<file path="config.mk">
export PLATFORM = sky130hd
export DESIGN_NAME = bsrx_top
export DESIGN_NICKNAME = d
export VERILOG_FILES = /design/src/rtl/bsrx_pkg.sv /design/src/rtl/bsrx_sync_edge.sv /design/src/rtl/bsrx_shifter.sv /design/src/rtl/bsrx_fifo.sv /design/src/rtl/bsrx_top.sv
export SDC_FILE = /design/constraint.sdc
export NUM_CORES = 1
export LEC_CHECK = 0
export BUFFER_PORTS_ARGS = -buffer_cell sky130_fd_sc_hd__buf_2
export CORE_MARGIN = 4
export CORE_UTILIZATION = 61
export DETAILED_ROUTE_END_ITERATION = 10
export PLACE_DENSITY = 0.8
export REMOVE_ABC_BUFFERS = 1
export SLEW_MARGIN = 30
export SYNTH_ARGS = -nofsm -noshare
export SYNTH_HDL_FRONTEND = slang
export SYNTH_SLANG_ARGS = --single-unit
</file>
<file path="constraint.sdc">
create_clock -name clk -period 4.02 [get_ports clk]
set_input_delay 0.603 -clock clk [delete_from_list [all_inputs] [get_ports clk]]
set_output_delay 0.603 -clock clk [all_outputs]
set_load 0.05 [all_outputs]
</file>
<file path="src/rtl/bsrx_pkg.sv">
package bsrx_pkg;

  // Next throttle state from the current state and the updated occupancy.
  function automatic logic thr_next(input logic cur, input int unsigned lvl,
                                    input int unsigned hi, input int unsigned lo);
    if (lvl >= hi) return 1'b1;
    if (lvl <= lo) return 1'b0;
    return cur;
  endfunction

  // Circular pointer advance for an arbitrary depth.
  function automatic int unsigned ptr_adv(input int unsigned p, input int unsigned depth);
    return (p == depth - 1) ? 0 : p + 1;
  endfunction

endpackage

</file>
<file path="src/rtl/bsrx_sync_edge.sv">
module bsrx_sync_edge #(
  parameter int STAGES = 2
) (
  input  logic clk,
  input  logic rst_n,
  input  logic edge_sel,
  input  logic ser_clk,
  input  logic ser_sync,
  input  logic ser_data,
  output logic sample,
  output logic smp_sync,
  output logic smp_data
);
  logic [2:0] pipe [STAGES];
  logic       clk_prev;
  logic       clk_s;

  always_ff @(posedge clk) begin
    if (!rst_n) begin
      for (int i = 0; i < STAGES; i++) pipe[i] <= '0;
      clk_prev <= 1'b0;
    end else begin
      pipe[0] <= {ser_clk, ser_sync, ser_data};
      for (int i = 1; i < STAGES; i++) pipe[i] <= pipe[i-1];
      clk_prev <= pipe[STAGES-1][2];
    end
  end

  assign clk_s    = pipe[STAGES-1][2];
  assign smp_sync = pipe[STAGES-1][1];
  assign smp_data = pipe[STAGES-1][0];
  assign sample   = edge_sel ? (clk_s & ~clk_prev) : (~clk_s & clk_prev);

  // An edge lasts a single system cycle.
  AST_SAMPLE_PULSE: assert property (@(posedge clk) disable iff (!rst_n)
    sample |=> !sample);

endmodule

</file>
<file path="src/rtl/bsrx_shifter.sv">
module bsrx_shifter #(
  parameter int DATA_W = 8
) (
  input  logic              clk,
  input  logic              rst_n,
  input  logic              sample,
  input  logic              smp_sync,
  input  logic              smp_data,
  output logic              byte_stb,
  output logic [DATA_W-1:0] byte_out
);
  localparam int CNT_W = $clog2(DATA_W);

  logic [DATA_W-1:0] shreg;
  logic [CNT_W-1:0]  cnt;

  always_ff @(posedge clk) begin
    if (!rst_n) begin
      shreg    <= '0;
      cnt      <= '0;
      byte_stb <= 1'b0;
      byte_out <= '0;
    end else begin
      byte_stb <= 1'b0;
      if (sample) begin
        if (smp_sync) begin
          shreg <= {{(DATA_W-1){1'b0}}, smp_data};
          cnt   <= CNT_W'(1);
        end else if (cnt == CNT_W'(DATA_W-1)) begin
          byte_out <= {shreg[DATA_W-2:0], smp_data};
          byte_stb <= 1'b1;
          cnt      <= '0;
        end else begin
          shreg <= {shreg[DATA_W-2:0], smp_data};
          cnt   <= CNT_W'(cnt + 1'b1);
        end
      end
    end
  end

  AST_STB_FROM_SAMPLE: assert property (@(posedge clk) disable iff (!rst_n)
    byte_stb |-> $past(sample) && !$past(smp_sync));

endmodule

</file>
<file path="src/rtl/bsrx_fifo.sv">
module bsrx_fifo
  import bsrx_pkg::*;
#(
  parameter int DATA_W = 8,
  parameter int DEPTH  = 16,
  parameter int THR_HI = 12,
  parameter int THR_LO = 4
) (
  input  logic              clk,
  input  logic              rst_n,
  input  logic              wr_stb,
  input  logic [DATA_W-1:0] wr_byte,
  input  logic              rd_en,
  output logic [DATA_W-1:0] rd_data,
  output logic              rd_valid,
  output logic              throttle,
  output logic              overflow
);
  localparam int PTR_W = $clog2(DEPTH);
  localparam int LVL_W = $clog2(DEPTH + 1);

  logic [DATA_W-1:0] mem [DEPTH];
  logic [PTR_W-1:0]  wptr, rptr;
  logic [LVL_W-1:0]  count, count_nx;
  logic              full, push, pop, drop;

  assign full     = (count == LVL_W'(DEPTH));
  assign push     = wr_stb && !full;
  assign drop     = wr_stb && full;
  assign pop      = rd_en && (count != '0);
  assign count_nx = LVL_W'(count + LVL_W'(push) - LVL_W'(pop));
  assign rd_valid = (count != '0);
  assign rd_data  = mem[rptr];

  always_ff @(posedge clk) begin
    if (push) mem[wptr] <= wr_byte;
  end

  always_ff @(posedge clk) begin
    if (!rst_n) begin
      wptr     <= '0;
      rptr     <= '0;
      count    <= '0;
      throttle <= 1'b0;
      overflow <= 1'b0;
    end else begin
      if (push) wptr <= PTR_W'(ptr_adv(int'(wptr), DEPTH));
      if (pop)  rptr <= PTR_W'(ptr_adv(int'(rptr), DEPTH));
      count    <= count_nx;
      throttle <= thr_next(throttle, int'(count_nx), THR_HI, THR_LO);
      if (drop) overflow <= 1'b1;
    end
  end

  AST_NO_OVERFILL: assert property (@(posedge clk) disable iff (!rst_n)
    count <= LVL_W'(DEPTH));
  AST_DROP_FLAGS: assert property (@(posedge clk) disable iff (!rst_n)
    (wr_stb && full) |=> overflow);
  AST_OVF_STICKY: assert property (@(posedge clk) disable iff (!rst_n)
    overflow |=> overflow);
  AST_THR_RISE: assert property (@(posedge clk) disable iff (!rst_n)
    $rose(throttle) |-> count >= LVL_W'(THR_HI));
  AST_THR_FALL: assert property (@(posedge clk) disable iff (!rst_n)
    $fell(throttle) |-> count <= LVL_W'(THR_LO));
  AST_EMPTY_READ: assert property (@(posedge clk) disable iff (!rst_n)
    (rd_en && !rd_valid && !wr_stb) |=> !rd_valid);

endmodule

</file>
<file path="src/rtl/bsrx_top.sv">
module bsrx_top #(
  parameter int DATA_W      = 8,
  parameter int DEPTH       = 16,
  parameter int THR_HI      = 12,
  parameter int THR_LO      = 4,
  parameter int SYNC_STAGES = 2
) (
  input  logic              clk,
  input  logic              rst_n,
  input  logic              edge_sel,
  input  logic              ser_clk,
  input  logic              ser_sync,
  input  logic              ser_data,
  input  logic              rd_en,
  output logic [DATA_W-1:0] rd_data,
  output logic              rd_valid,
  output logic              throttle,
  output logic              overflow
);
  logic              sample, smp_sync, smp_data;
  logic              byte_stb;
  logic [DATA_W-1:0] byte_val;

  bsrx_sync_edge #(.STAGES(SYNC_STAGES)) u_sync (
    .clk(clk), .rst_n(rst_n), .edge_sel(edge_sel),
    .ser_clk(ser_clk), .ser_sync(ser_sync), .ser_data(ser_data),
    .sample(sample), .smp_sync(smp_sync), .smp_data(smp_data)
  );

  bsrx_shifter #(.DATA_W(DATA_W)) u_shift (
    .clk(clk), .rst_n(rst_n), .sample(sample), .smp_sync(smp_sync),
    .smp_data(smp_data), .byte_stb(byte_stb), .byte_out(byte_val)
  );

  bsrx_fifo #(.DATA_W(DATA_W), .DEPTH(DEPTH), .THR_HI(THR_HI), .THR_LO(THR_LO)) u_fifo (
    .clk(clk), .rst_n(rst_n), .wr_stb(byte_stb), .wr_byte(byte_val),
    .rd_en(rd_en), .rd_data(rd_data), .rd_valid(rd_valid),
    .throttle(throttle), .overflow(overflow)
  );

  AST_RESET_QUIET: assert property (@(posedge clk)
    !rst_n |=> (!rd_valid && !throttle && !overflow));

endmodule

</file>
* Word level (Yosys, flattened, before mapping)
Memory sizes are Yosys's and may differ from the RTL's. A register that Yosys moved wholly into a read port is not among the register bits.
Index checks and enable logic that the tools add are counted.
** Word-level totals
- Bits in registers :: 35
- Bits in writable memories :: 134
- Bits of input ports :: 7
- Output and inout bits :: 11
- Memories :: 2
** Memory list
- u_fifo.mem :: depth 16, bits a word 8, read ports 1, clocked after Yosys merged registers in 1, write ports 1, line bsrx_fifo.sv:22 : logic [DATA_W-1:0] mem [DEPTH];
- u_sync.pipe :: depth 2, bits a word 3, read ports 2, clocked after Yosys merged registers in 0, write ports 2, line bsrx_sync_edge.sv:14 : logic [2:0] pipe [STAGES];
** Operators by class
- Add/subtract/negate cells :: 5
- $lt $le $gt $ge :: 2
- Eq/ne operators :: 5
- Multiplexer cells :: 25
- Bitwise gates (word level) :: 9
- Reductions and logical operators :: 9
** Operators by type and width (count)
- 2-to-1 mux 4 bit :: 4
- 2-to-1 mux 1 bit :: 15
- 2-to-1 mux 7 bit :: 2
- 2-to-1 mux 3 bit :: 4
- adder 4 x 1 -> 4 bit, second input constant :: 2
- equality test 4 bit, second input constant :: 2
- adder 5 x 1 -> 5 bit :: 1
- equality test 5 bit, second input constant :: 1
- greater-or-equal comparator 5 x 4 -> 1 bit, second input constant :: 1
- less-or-equal comparator 5 x 3 -> 1 bit, second input constant :: 1
- NOT 1 bit :: 5
- nonzero test 5 bit :: 1
- subtractor 5 x 1 -> 5 bit :: 1
- adder 3 x 1 -> 3 bit, second input constant :: 1
- equality test 3 bit, second input constant :: 1
- logical AND 1 bit :: 3
- AND reduction 3 bit :: 1
- OR reduction 3 bit :: 1
- bitwise AND 1 bit :: 2
- inequality test 2 bit, second input constant :: 1
- bitwise OR 1 bit :: 2
- AND reduction 2 bit :: 1
- nonzero test 2 bit :: 1
- logical NOT 1 bit :: 1

* Longest topological paths before layout
Gate-level depths: netlist of the first run.
- Depth in word-level cells :: 12
- Mapped depth :: 14
- Gate-level depth less buffers :: 14

* Modules after synthesis
From an unflattened synthesis of the first run, not the netlist that was laid out.
** Second synthesis, totals
- Cells, all modules :: 416
- Area total of the unflattened synthesis :: 6915.4 um^2
** By module, submodules not included
- bsrx_fifo :: times used 1, cells each 325, area each 5947.0 um^2, sequential area each 4224.1 um^2
- bsrx_shifter :: times used 1, cells each 74, area each 760.7 um^2, sequential area each 380.4 um^2
- bsrx_sync_edge :: times used 1, cells each 17, area each 207.7 um^2, sequential area each 140.1 um^2

* Worst setup path before layout of the first run
No wires, ideal clock.
- Path kind :: flip-flop to flip-flop
- From :: reg u_fifo.count[3]
- To :: reg u_fifo.throttle
- Arrival time :: 2.843 ns
- Path slack :: 1.057 ns
- Cell stages (with the launch flop) :: 15
- Buffers on the path :: 0
- Clock period less this slack :: 2.963 ns
- Cell sequence :: dfxtp_1 -> inv_1 -> ha_1 -> or4b_4 -> nand2_2 -> inv_1 -> ha_1 -> inv_1 -> ha_1 -> inv_1 -> fa_1 -> nand2b_1 -> a2bb2oi_1 -> xnor2_1 -> o31a_1
** RTL lines
- from (decl) :: line bsrx_fifo.sv:24 : logic [LVL_W-1:0] count, count_nx;
- from (signal assigned) :: line bsrx_fifo.sv:49 : count <= count_nx;
- nonzero test 5 bit *
- named net rd_valid :: line bsrx_top.sv:16 : output logic rd_valid,
- logical AND 1 bit * :: line bsrx_fifo.sv:30 : assign pop = rd_en && (count != '0);
- subtractor 5 x 1 -> 5 bit * :: line bsrx_fifo.sv:31 : assign count_nx = LVL_W'(count + LVL_W'(push) - LVL_W'(pop));
- less-or-equal comparator 5 x 3 -> 1 bit :: line bsrx_pkg.sv:7 : if (lvl <= lo) return 1'b0;
- 2-to-1 mux 1 bit (2 in a row) :: line bsrx_pkg.sv:7
- 2-to-1 mux 1 bit :: line bsrx_fifo.sv:40 : if (!rst_n) begin
- nonzero test 2 bit (no source line)
- to (signal assigned) :: line bsrx_fifo.sv:50 : throttle <= thr_next(throttle, int'(count_nx), THR_HI, THR_LO);
- to (decl) :: line bsrx_fifo.sv:16 : output logic throttle,
Mark *: on every way through the listed nets, which the timed path passes. The rest lies on a longest branch. The select of a mux whose other input is x is not followed.
A chain may end at the register's enable or synchronous reset.

==> out/results.md, run 1 <==
• **boundary pin count** 18
• **run status** finished clean
• **drt drc** 0
• **number of CTS-inserted buffers** 17
• **synthesized flop and latch total** 173
• **share of cells above drive strength 1** 17.33%
• **global-route usage over all layers** 21.55%
• **Hold Violations, Final** 0
• **sum of overflow across all layers after global routing** 0
• **type of element launching the critical path** flip-flop
• **number of gates resized after cts** 0
• **Register-to-Register Path Depth** 14
• **I/O Buffers** 17
• **Fmax achieved** 308.4 MHz
• **post-DR wirelength/cell** 21.65 um
• **Critical Path Fanout Max** 22
• **Yosys cell types** 48
• **clock skew after layout** 11.15 ps
• **final cell count without fillers** 590
• **via count normalized by instance count** 6.076
• **first-pass GRT wire length** 20420 um
• **layout filler cell count** 694
• **Tightest Pin Transition** 834.1 ps
• **antenna fix cells** 0
• **power density relative to cell area** 576.7 nW/um^2
• **vertical die dimension** 114.4 um
• **final wirelength** 12770 um
• **TritonCTS clock tree** yes
• **number of antenna violations at the first check in global routing** 0
• **layer carrying the most global-route usage** met2
• **utilization of the core after routing** 70.14%
• **HP Class** input port to flip-flop
• **share of synthesized area occupied by flip-flops and latches** 68.70%
• **Required @ worst endpoint** 3420 ps
• **maximum level of the CTS H-tree** 4
• **Final GP Congestion** 0.7747
• **Clock transition at path regs** 60 ps
• **instance count along the most critical hold path** 2
• **Initial Util** 62.88%
• **setup repair after global routing missed its margin** no
• **number of pins exceeding their max-slew limit in the final report** 0
• **yosys synthesis warning count** 0
• **Main synth FF type** edfxtp_1
• **number of setup buffers added after CTS** 0
• **core box area** 10980 um^2
• **Slowest Stage Delay on Critical Path** 820 ps
• **synthesized instance count** 411
• **Sum Neg Setup Slack** 0 ps
• **via count** 3585
• **# nets final** 458
• **data arrival at the endpoint of the critical path** 2640 ps
• **met1 track demand over resource** 29.30%
• **crit path time final** 3242 ps
• **number of instances in the placed design** 558
• **Critical-path top delay cell** dfxtp_2
• **number of core rows** 38
• **async set-or-reset flop fraction in the synthesized netlist** 0%
• **Num Clock Sinks** 173
• **clock root buffer master** clkbuf_16
• **DRT Pass-1 Iters** 5
• **clock latency reported for the late side of the worst-skew pair** 420 ps
• **via count of the first global-routing pass** 3604
• **HPWL after detailed placement** 7867 um
• **category of cells accounting for the largest share of critical-path delay** flip-flops
• **critical path depth** 5
• **Initial DRC Count** 263
• **cell area after synthesis** 6907 um^2
• **average instance area after synthesis** 16.80 um^2
• **maximum buffer depth of the clock tree** 2
• **Die Footprint** 13090 um^2
• **final antenna-violating net count** 0
• **type of the worst setup path** flip-flop to primary output
• **WP buf/inv** 2
• **headroom to the max-slew limit** 44.19%
• **worst IR drop on VDD** 0.4209 mV
• **Chip Width** 114.4 um
• **post-cts hold buffer count** 0
• **maximum number of pins on one net before global-route repair** 43
• **element type at the critical path end** primary output
• **CP cell instances** buf_4, mux4_1, a22oi_1, nand2_1, buf_2
• **number of enable flip-flop cells after synthesis** 128
• **final standard cell area without fillers** 7704 um^2
• **total setup violations reported at the end of the flow** 0
• **number of violations of the max-capacitance limit** 0
• **leakage** 2.837 nW
• **placement-stage cell area** 7107 um^2
• **met2 usage** 34.65%
• **share of the clock period used by the worst path** 80.65%
• **met3 Resource Use GR** 4.123%
• **P&R area growth vs syn** 11.54%
[cell type report]
type / instances / area [um^2] / share of cell area (%)
Clock buffer: 17 / 425.4 / 5.522
Clock inverter: 15 / 171.4 / 2.225
Inverter: 11 / 41.29 / 0.5360
Multi-Input combinational cell: 210 / 2007 / 26.05
Sequential cell: 173 / 4746 / 61.60
Tap cell: 140 / 175.2 / 2.274
Timing Repair Buffer: 24 / 137.6 / 1.787
[cells by family (layout without fill, tap and decap cells)]
kind of cell	count (synthesis)	after routing	synth area share (%)
simple gates	105	105	8.243
buf+inv	28	67	2.246
fa+ha+maj	14	14	2.645
mux	43	43	12.79
xor+xnor	5	5	0.6340
compound gates	43	43	4.747
flops	173	173	68.70
[Yosys cell counts (all sizes together) (6+ instances only)]
cell	number	area [um^2]
edfxtp	128	3844
dfxtp	45	900.9
mux4	32	773.2
a22oi	22	165.2
nand2	21	81.33
nor2b	21	131.4
nor2	20	75.07
and2	13	81.33
ha	13	162.7
inv	11	41.29
mux2i	11	110.1
buf	9	65.06
nand3	6	30.03
[layer usage]
metal | vias to the layer above | wire, um
met2 | 113 | 6507
li1 | 1640 | -
met1 | 1817 | 5458
met3 | 15 | 647
met4 | 0 | 159
met5 | - | 0
[worst paths after layout]
check                                       start           endpoint  slack, ps
worst max-delay path                    flip-flop         rd_data[4]        780
worst min-delay path                      ser_clk  u_sync.pipe[0][2]        380
worst max register to register    u_fifo.count[2]    u_fifo.throttle       1020
worst min register to register  u_sync.pipe[0][1]  u_sync.pipe[0][4]        440
[registers in the layout, summed over array words and instances, names as in the netlist, named ones only]
signal,cells
u_sync.pipe,6
u_shift.byte_out,8
u_shift.byte_stb,1
u_fifo.throttle,1
u_fifo.wptr,4
u_fifo.overflow,1
u_shift.cnt,3
u_shift.shreg,7
u_sync.clk_prev,1
u_fifo.mem,128
u_fifo.rptr,4
u_fifo.count,5
[report_power, final]
| group | switching (W) | internal [W] |
|---|---|---|
| combinational | 0.000462 | 0.000332 |
| sequential | 0.0000688 | 0.00194 |
| clock | 0.000669 | 0.000974 |
[stage by stage]
| stage | setup slack [ps] | total power (W) | hold slack [ps] |
|---|---|---|---|
| 6_report | 777.9 | 0.004443 | 385.0 |
| 5_1_grt | 607.4 | 0.004631 | 382.0 |
| 4_1_cts | 718.2 | 0.004463 | 377.9 |
| 3_5_place_dp | 1011 | 0.002844 | 427.9 |
| 3_3_place_gp | 1115 | 0.002820 | 417.4 |
| 2_1_floorplan | 948.4 | 0.002653 | 411.8 |
[layout by cell type (no fill, tap or decap), types with 4 or more instances in the layout]
master and n:
a21oi_1 4, buf_2 17, xnor2_1 4, and3_1 4
nor3_1 5, nor2_1 20, nor2b_1 21, and2_1 13
clkinvlp_4 4, a21boi_0 4, nand2_1 20, inv_1 11
mux4_2 18, dfxtp_1 44, nand2b_1 5, clkbuf_16 17
a22oi_1 22, nand3_1 6, ha_1 13, mux2i_1 11
mux4_1 14, buf_4 7, edfxtp_1 128
[worst reg2reg max path: cells and delay by family (launching register included)]
kind | cells | cell delay, ps
buf+inv | 4 | 250
fa+ha+maj | 4 | 950
xor+xnor | 1 | 110
simple gates | 3 | 770
compound gates | 2 | 490
flops | 1 | 310
(Power assumes the default switching activity.)
==> run 2, diff against run 1 <==
- CORE_UTILIZATION: 61 -> 56
- PLACE_DENSITY: 0.8 -> 0.78
- clock period: 4.02 -> 2.96 ns (I/O delays scaled with it)
==> run 2 against run 1 <==
  * Routed wire length is 4.4% lower
  * Worst hold slack worse by 160 ps
  * Sequential power grew 35%
  * Sequential cell count did not move
  * Cell count up 7.1%
  * Register-to-register slack worse by 890 ps
  * First-iteration DRC count is 21% higher
  * Non-clock buffer count grew 14
  * Largest power group unchanged
  * Combinational power rose by 45%
  * Global-route usage fell by 2.9 points
  * Sequential share of layout area shrank 1.3 points
==> out/results.md, run 2 (same netlist as run 1, synthesis figures left out) <==
• **storage element area** 4748 um^2, was 4746 um^2
• **worst slack, placed** 32.11 ps, was 1011 ps
• **Critical R2R Launch** u_fifo.count[3], was u_fifo.count[2]
• **element type at the critical path end** flip-flop, was primary output
• **clock root buffer master** clkbuf_16, unchanged
• **number of instances in the placed design** 600, was 558
• **number of CTS-inserted buffers** 17, unchanged
• **maximum level of the CTS H-tree** 4, unchanged
• **worst r2r dst** u_fifo.throttle, unchanged
• **run status** finished clean, unchanged
• **clock skew after layout** 6.819 ps, was 11.15 ps
• **via count** 3588, was 3585
• **most common cell after layout, fill and taps aside** edfxtp_1, unchanged
• **post-route worst hold slack** 227.3 ps, was 385.0 ps
• **most used cells in the layout excluding fill and tap cells** 128 x edfxtp_1, 44 x dfxtp_1, 22 x a22oi_1, 21 x nor2b_1, unchanged
• **share of the clock period used by the worst path** 95.51%
• **number of pins exceeding their max-slew limit in the final report** 0, unchanged
• **instance count along the most critical hold path** 2, unchanged
• **DRT Pass-1 Iters** 5, unchanged
• **vertical die dimension** 119.1 um, was 114.4 um
• **clock latency reported for the late side of the worst-skew pair** 430 ps, was 420 ps
• **global-route usage over all layers** 18.67%, was 21.55%
• **final antenna-violating net count** 0, unchanged
• **HPWL after detailed placement** 7991 um, was 7867 um
• **area of the multi-input gates** 2023 um^2, was 2007 um^2
• **Die Footprint** 14170 um^2, was 13090 um^2
• **via count normalized by instance count** 5.677, was 6.076
• **maximum buffer depth of the clock tree** 2, unchanged
• **number of setup buffers added after CTS** 0, unchanged
• **# nets final** 472, was 458
• **power density relative to cell area** 768.7 nW/um^2, was 576.7 nW/um^2
• **Initial Util** 57.26%, was 62.88%
• **crit path time final** 2827 ps
• **R2R Setup Slk** 130 ps, was 1020 ps
• **maximum number of pins on one net before global-route repair** 43, unchanged
• **worst hold endpoint** u_sync.pipe[0][2], unchanged
• **number of core rows** 40, was 38
• **HP Class** input port to flip-flop, unchanged
• **first-pass GRT wire length** 19890 um, was 20420 um
• **Chip Width** 119.1 um, was 114.4 um
• **Num Clock Sinks** 173, unchanged
• **worst IR drop on VDD** 0.6018 mV, was 0.4209 mV
• **max reg flops** 128, unchanged
• **post-cts hold buffer count** 0, unchanged
• **core box area** 12060 um^2, was 10980 um^2
• **dominant cell type by count on the critical path** inv_1
• **Critical-path top delay cell** or4b_4, was dfxtp_2
• **final cell count without fillers** 632, was 590
• **number of violations of the max-capacitance limit** 0, unchanged
• **P&R area growth vs syn** 13.97%, was 11.54%
• **number of antenna violations at the first check in global routing** 0, unchanged
• **TritonCTS clock tree** yes, unchanged
• **data arrival at the endpoint of the critical path** 3140 ps, was 2640 ps
• **I/O Buffers** 17, unchanged
• **final wirelength** 12210 um, was 12770 um
• **headroom to the max-slew limit** 45.87%, was 44.19%
• **via count of the first global-routing pass** 3763, was 3604
• **Slowest Stage Delay on Critical Path** 480 ps, was 820 ps
• **utilization of the core after routing** 65.26%, was 70.14%
• **Setup WS post-layout** 133.0 ps, was 777.9 ps
• **type of element launching the critical path** flip-flop, unchanged
• **boundary pin count** 18, unchanged
• **leakage** 2.932 nW, was 2.837 nW
• **antenna fix cells** 0, unchanged
• **Tightest Pin Transition** 809.0 ps, was 834.1 ps
• **Fmax achieved** 353.7 MHz
• **CP cell instances** inv_1, ha_1, or4b_4, nand2_2, inv_1, ha_1, inv_1, ha_1, inv_1, fa_2, nand2b_4, a2bb2oi_2, xnor2_1, o31a_1, was buf_4, mux4_1, a22oi_1, nand2_1, buf_2
• **Critical Path Fanout Max** 4, was 22
• **type of the worst setup path** flip-flop to flip-flop, was flip-flop to primary output
• **Final GP Congestion** 0.7429, was 0.7747
• **share of cells above drive strength 1** 20.47%, was 17.33%
• **layout filler cell count** 826, was 694
• **post-DR wirelength/cell** 19.32 um, was 21.65 um
• **sum of overflow across all layers after global routing** 0, unchanged
• **Hold Violations, Final** 0, unchanged
• **register bank with the most flops** u_fifo.mem, unchanged
• **drt drc** 0, unchanged
• **Register-to-Register Path Depth** 14, unchanged
• **Required @ worst endpoint** 3280 ps, was 3420 ps
• **registers with the most flip-flops** u_fifo.mem: 128 flops, u_shift.byte_out: 8 flops, u_shift.shreg: 7 flops, unchanged
• **Clock transition at path regs** 60 ps, about the same
• **Initial DRC Count** 318, was 263
• **Hold Crit Start** ser_clk, unchanged
• **total setup violations reported at the end of the flow** 0, unchanged
[run 2: cell types whose count changed in the layout (fill, tap and decap cells not counted), sizes merged]
cell      previous run  this run
buf                 24        38
inv                 13        11
clkinv               6        10
clkbuf              17        18
clkinvlp             4         1
[run 2: worst max path at each step]
stage | startpoint | endpoint | slack [ps]
global route | u_fifo.count[3] | u_fifo.throttle | -0.3
finish | u_fifo.count[3] | u_fifo.throttle | 130
detailed placement | u_fifo.count[2] | u_fifo.throttle | 30
global placement | u_fifo.count[3] | u_fifo.throttle | 110
floorplan | u_fifo.count[3] | u_fifo.throttle | -5
CTS | u_fifo.count[2] | u_fifo.throttle | 20
[run 2: layout make-up]
type | instances | share of cell area [%]
Clock inverter | 14 | 1.923
Multi-Input combinational cell | 210 | 25.70
Clock buffer | 18 | 5.452
Inverter | 11 | 0.5246
Tap cell | 168 | 2.670
Timing Repair Buffer | 38 | 3.402
Sequential cell | 173 | 60.32
[run 2: timing repair]
action                                  4_1_cts  5_1_grt
hold endpoints to repair                      0        0
endpoints found under the setup margin        1        1
gates resized for setup                       1        4
pin swaps                                     0        1
[run 2: through the flow]
| stage | TNS, ps | area [um^2] | power (W) |
|---|---|---|---|
| after CTS | 0 | 7855 | 0.006055 |
| final | 0 | 7871 | 0.006050 |
| after global placement | 0 | 7272 | 0.003858 |
| after floorplan | -5.251 | 6793 | 0.003603 |
| after detailed placement | 0 | 7272 | 0.003894 |
| after global routing | -0.2960 | 7871 | 0.006307 |
[run 2: critical path, delay by kind of cell (launching register included)]
| family | cells | cell delay (ps) |
|---|---|---|
| flops | 1 | 320 |
| compound gates | 2 | 440 |
| fa+ha+maj | 4 | 910 |
| xor+xnor | 1 | 100 |
| simple gates | 3 | 720 |
| buf+inv | 4 | 220 |
[run 2: layer usage]
layer  up-vias  wire [um]  global-route usage [%]
met1      1794       5177                   23.90
met2        90       6257                   30.77
met3        21        553                   5.223
met4         0        221                   6.589
met5         -          0                       0
li1       1683          -                       -
[run 2: power breakdown]
part	total, W	switching, W	internal, W
sequential	0.00272	0.0000909	0.00263
combinational	0.00115	0.000642	0.000510
clock	0.00217	0.000864	0.00131
total	0.00605	0.00160	0.00445
==> run 3, diff against run 2 <==
- CORE_ASPECT_RATIO: not set -> 1.25
==> run 3 against run 2 <==
  * Clock power is 13% higher
  * Via count down 0.86%
  * Register-to-register slack about the same
  * Fmax shrank 0.23%
  * Sequential share of layout area is 0.37 points lower
  * Sequential power is 1% lower
  * Combinational power hardly changed
  * Utilization is 0.14 points higher
  * Non-clock buffer count is 1 lower
  * Global-route usage rose by 0.062 points
  * Highest routed layer unchanged
==> out/results.md, run 3 (same netlist as run 1, synthesis figures left out) <==
• **clock latency reported for the late side of the worst-skew pair** 420 ps, was 430 ps
• **most common cell after layout, fill and taps aside** edfxtp_1, unchanged
• **worst r2r dst** u_fifo.throttle, unchanged
• **HP Class** input port to flip-flop, unchanged
• **maximum buffer depth of the clock tree** 2, unchanged
• **CP cell instances** inv_1, ha_1, or4b_4, nand2_2, inv_1, ha_1, inv_1, ha_2, inv_1, fa_2, nand2b_1, a2bb2oi_2, xnor2_1, o31a_1, was inv_1, ha_1, or4b_4, nand2_2, inv_1, ha_1, inv_1, ha_1, inv_1, fa_2, nand2b_4, a2bb2oi_2, xnor2_1, o31a_1
• **final standard cell area without fillers** 7916 um^2, was 7871 um^2
• **placement-stage cell area** 7239 um^2, was 7272 um^2
• **Hold Crit Start** ser_data, was ser_clk
• **dominant cell type by count on the critical path** inv_1, unchanged
• **max reg flops** 128, unchanged
• **number of core rows** 45, was 40
• **post-cts hold buffer count** 0, unchanged
• **Critical-path top delay cell** or4b_4, unchanged
• **maximum number of pins on one net before global-route repair** 43, unchanged
• **final antenna-violating net count** 0, unchanged
• **headroom to the max-slew limit** 45.17%, was 45.87%
• **Critical R2R Launch** u_fifo.count[2], was u_fifo.count[3]
• **worst slack, placed** -8.649 ps, was 32.11 ps
• **type of the worst setup path** flip-flop to flip-flop, unchanged
• **leakage** 2.948 nW, was 2.932 nW
• **Critical Path Fanout Max** 3, was 4
• **core box area** 12110 um^2, was 12060 um^2
• **storage element area** 4746 um^2, was 4748 um^2
• **clock root buffer master** clkbuf_16, unchanged
• **Chip Width** 107.3 um, was 119.1 um
• **Num Clock Sinks** 173, unchanged
• **number of antenna violations at the first check in global routing** 0, unchanged
• **share of the clock period used by the worst path** 95.73%, was 95.51%
• **Register-to-Register Path Depth** 14, unchanged
• **register bank with the most flops** u_fifo.mem, unchanged
• **share of cells above drive strength 1** 21.17%, was 20.47%
• **sum of overflow across all layers after global routing** 0, unchanged
• **instance count along the most critical hold path** 2, unchanged
• **Die Footprint** 14190 um^2, was 14170 um^2
• **Initial Util** 57.05%, was 57.26%
• **global-route usage over all layers** 18.73%, was 18.67%
• **Clock transition at path regs** 70 ps, was 60 ps
• **via count normalized by instance count** 5.673, was 5.677
• **first-pass GRT wire length** 20020 um, was 19890 um
• **maximum level of the CTS H-tree** 4, unchanged
• **I/O Buffers** 17, unchanged
• **HPWL after detailed placement** 7750 um, was 7991 um
• **number of CTS-inserted buffers** 17, unchanged
• **final wirelength** 12140 um, was 12210 um
• **registers with the most flip-flops** u_fifo.mem: 128 flops, u_shift.byte_out: 8 flops, u_shift.shreg: 7 flops, unchanged
• **area of the multi-input gates** 2018 um^2, was 2023 um^2
• **Tightest Pin Transition** 819.5 ps, was 809.0 ps
• **WP buf/inv** 4, unchanged
• **via count of the first global-routing pass** 3754, was 3763
• **number of violations of the max-capacitance limit** 0, unchanged
• **clock skew after layout** 9.258 ps, was 6.819 ps
• **TritonCTS clock tree** yes, unchanged
• **setup repair after global routing missed its margin** no
• **run status** finished clean, unchanged
• **category of cells accounting for the largest share of critical-path delay** adder cells, unchanged
• **Initial DRC Count** 193, was 318
• **layout filler cell count** 814, was 826
• **via count** 3557, was 3588
• **Sum Neg Setup Slack** 0 ps, unchanged
• **element type at the critical path end** flip-flop, unchanged
• **crit path time final** 2833 ps, was 2827 ps
• **Hold Violations, Final** 0, unchanged
• **boundary pin count** 18, unchanged
• **Final GP Congestion** 0.7931, was 0.7429
• **number of pins exceeding their max-slew limit in the final report** 0, unchanged
• **antenna fix cells** 0, unchanged
• **Fmax achieved** 352.9 MHz, was 353.7 MHz
• **total setup violations reported at the end of the flow** 0, unchanged
• **P&R area growth vs syn** 14.62%, was 13.97%
• **data arrival at the endpoint of the critical path** 3150 ps, was 3140 ps
• **# nets final** 471, was 472
• **drt drc** 0, unchanged
• **Slowest Stage Delay on Critical Path** 470 ps, was 480 ps
• **post-DR wirelength/cell** 19.36 um, was 19.32 um
• **Required @ worst endpoint** 3270 ps, was 3280 ps
• **DRT Pass-1 Iters** 6, was 5
• **type of element launching the critical path** flip-flop, unchanged
• **R2R Setup Slk** 130 ps, about the same
• **power density relative to cell area** 794.9 nW/um^2, was 768.7 nW/um^2
• **worst hold endpoint** u_sync.pipe[0][0], was u_sync.pipe[0][2]
• **worst IR drop on VDD** 0.9566 mV, was 0.6018 mV
• **Setup WS post-layout** 126.5 ps, was 133.0 ps
• **vertical die dimension** 132.2 um, was 119.1 um
• **most used cells in the layout excluding fill and tap cells** 128 x edfxtp_1, 44 x dfxtp_1, 22 x a22oi_1, 21 x nor2b_1, unchanged
run 3: changes by cell type in the layout (fill, tap and decap cells not counted), sizes merged:
| cell | before | now |
|---|---|---|
| bufinv | 3 | 5 |
| buf | 38 | 37 |
| clkinv | 10 | 3 |
| inv | 11 | 17 |
| clkbuf | 18 | 17 |
run 3: worst max path at each step:
stage | end | slack [ps] | start | cells past startpoint
after floorplan | u_fifo.throttle | -5 | u_fifo.count[3] | 14
after global placement | u_fifo.throttle | 110 | u_fifo.count[3] | 14
after detailed placement | u_fifo.throttle | -9 | u_fifo.count[3] | 14
after CTS | u_fifo.throttle | 10 | u_fifo.count[3] | 14
after global routing | u_fifo.throttle | 30 | u_fifo.count[2] | 14
final | u_fifo.throttle | 130 | u_fifo.count[2] | 14
run 3: timing repair:
| action | 4_1_cts | 5_1_grt |
|---|---|---|
| setup buffers | 0 | 1 |
| setup endpoints to repair | 1 | 1 |
| pin swaps | 0 | 1 |
| resized for setup | 1 | 3 |
run 3: cell type report:
class | count | area share [%]
repair buffers | 37 | 3.129
flip-flops and latches | 173 | 59.95
clock buffers | 17 | 5.374
multi-input cells | 210 | 25.49
well taps | 164 | 2.592
inverters | 11 | 0.5216
clock inverters | 15 | 2.940
run 3: worst register-to-register path: stages (launching register included):
cell and delay [ps]:
dfxtp_1 310, inv_1 70, ha_1 150, or4b_4 470
nand2_2 90, inv_1 40, ha_1 260, inv_1 70
ha_2 170, inv_1 50, fa_2 340, nand2b_1 170
a2bb2oi_2 140, xnor2_1 90, o31a_1 290
run 3: layer usage:
layer  share of wire [%]  GRT usage (%)  up-vias
met1                  41          23.41     1800
met2                  55          31.70       65
met5                   0              0        -
met4                 1.7          7.158        0
met3                 2.8          4.410       16
li1                    -              -     1676
run 3: report_power, final:
group          total, W  switching (W)  internal [W]
clock network   0.00245       0.000936       0.00152
registers       0.00268      0.0000464       0.00263
logic           0.00116       0.000677      0.000488
run 3: stage by stage:
stage                     hold slack, ps  util [%]  std cells  power, W
after CTS                          219.0     65.29        626  0.006320
after detailed placement           429.8     59.80        594  0.003869
after floorplan                    411.8         -        394  0.003603
final                              237.1     65.40        627  0.006293
after global placement             417.3     59.80        594  0.003832
after global routing               239.7     65.40        627  0.006523
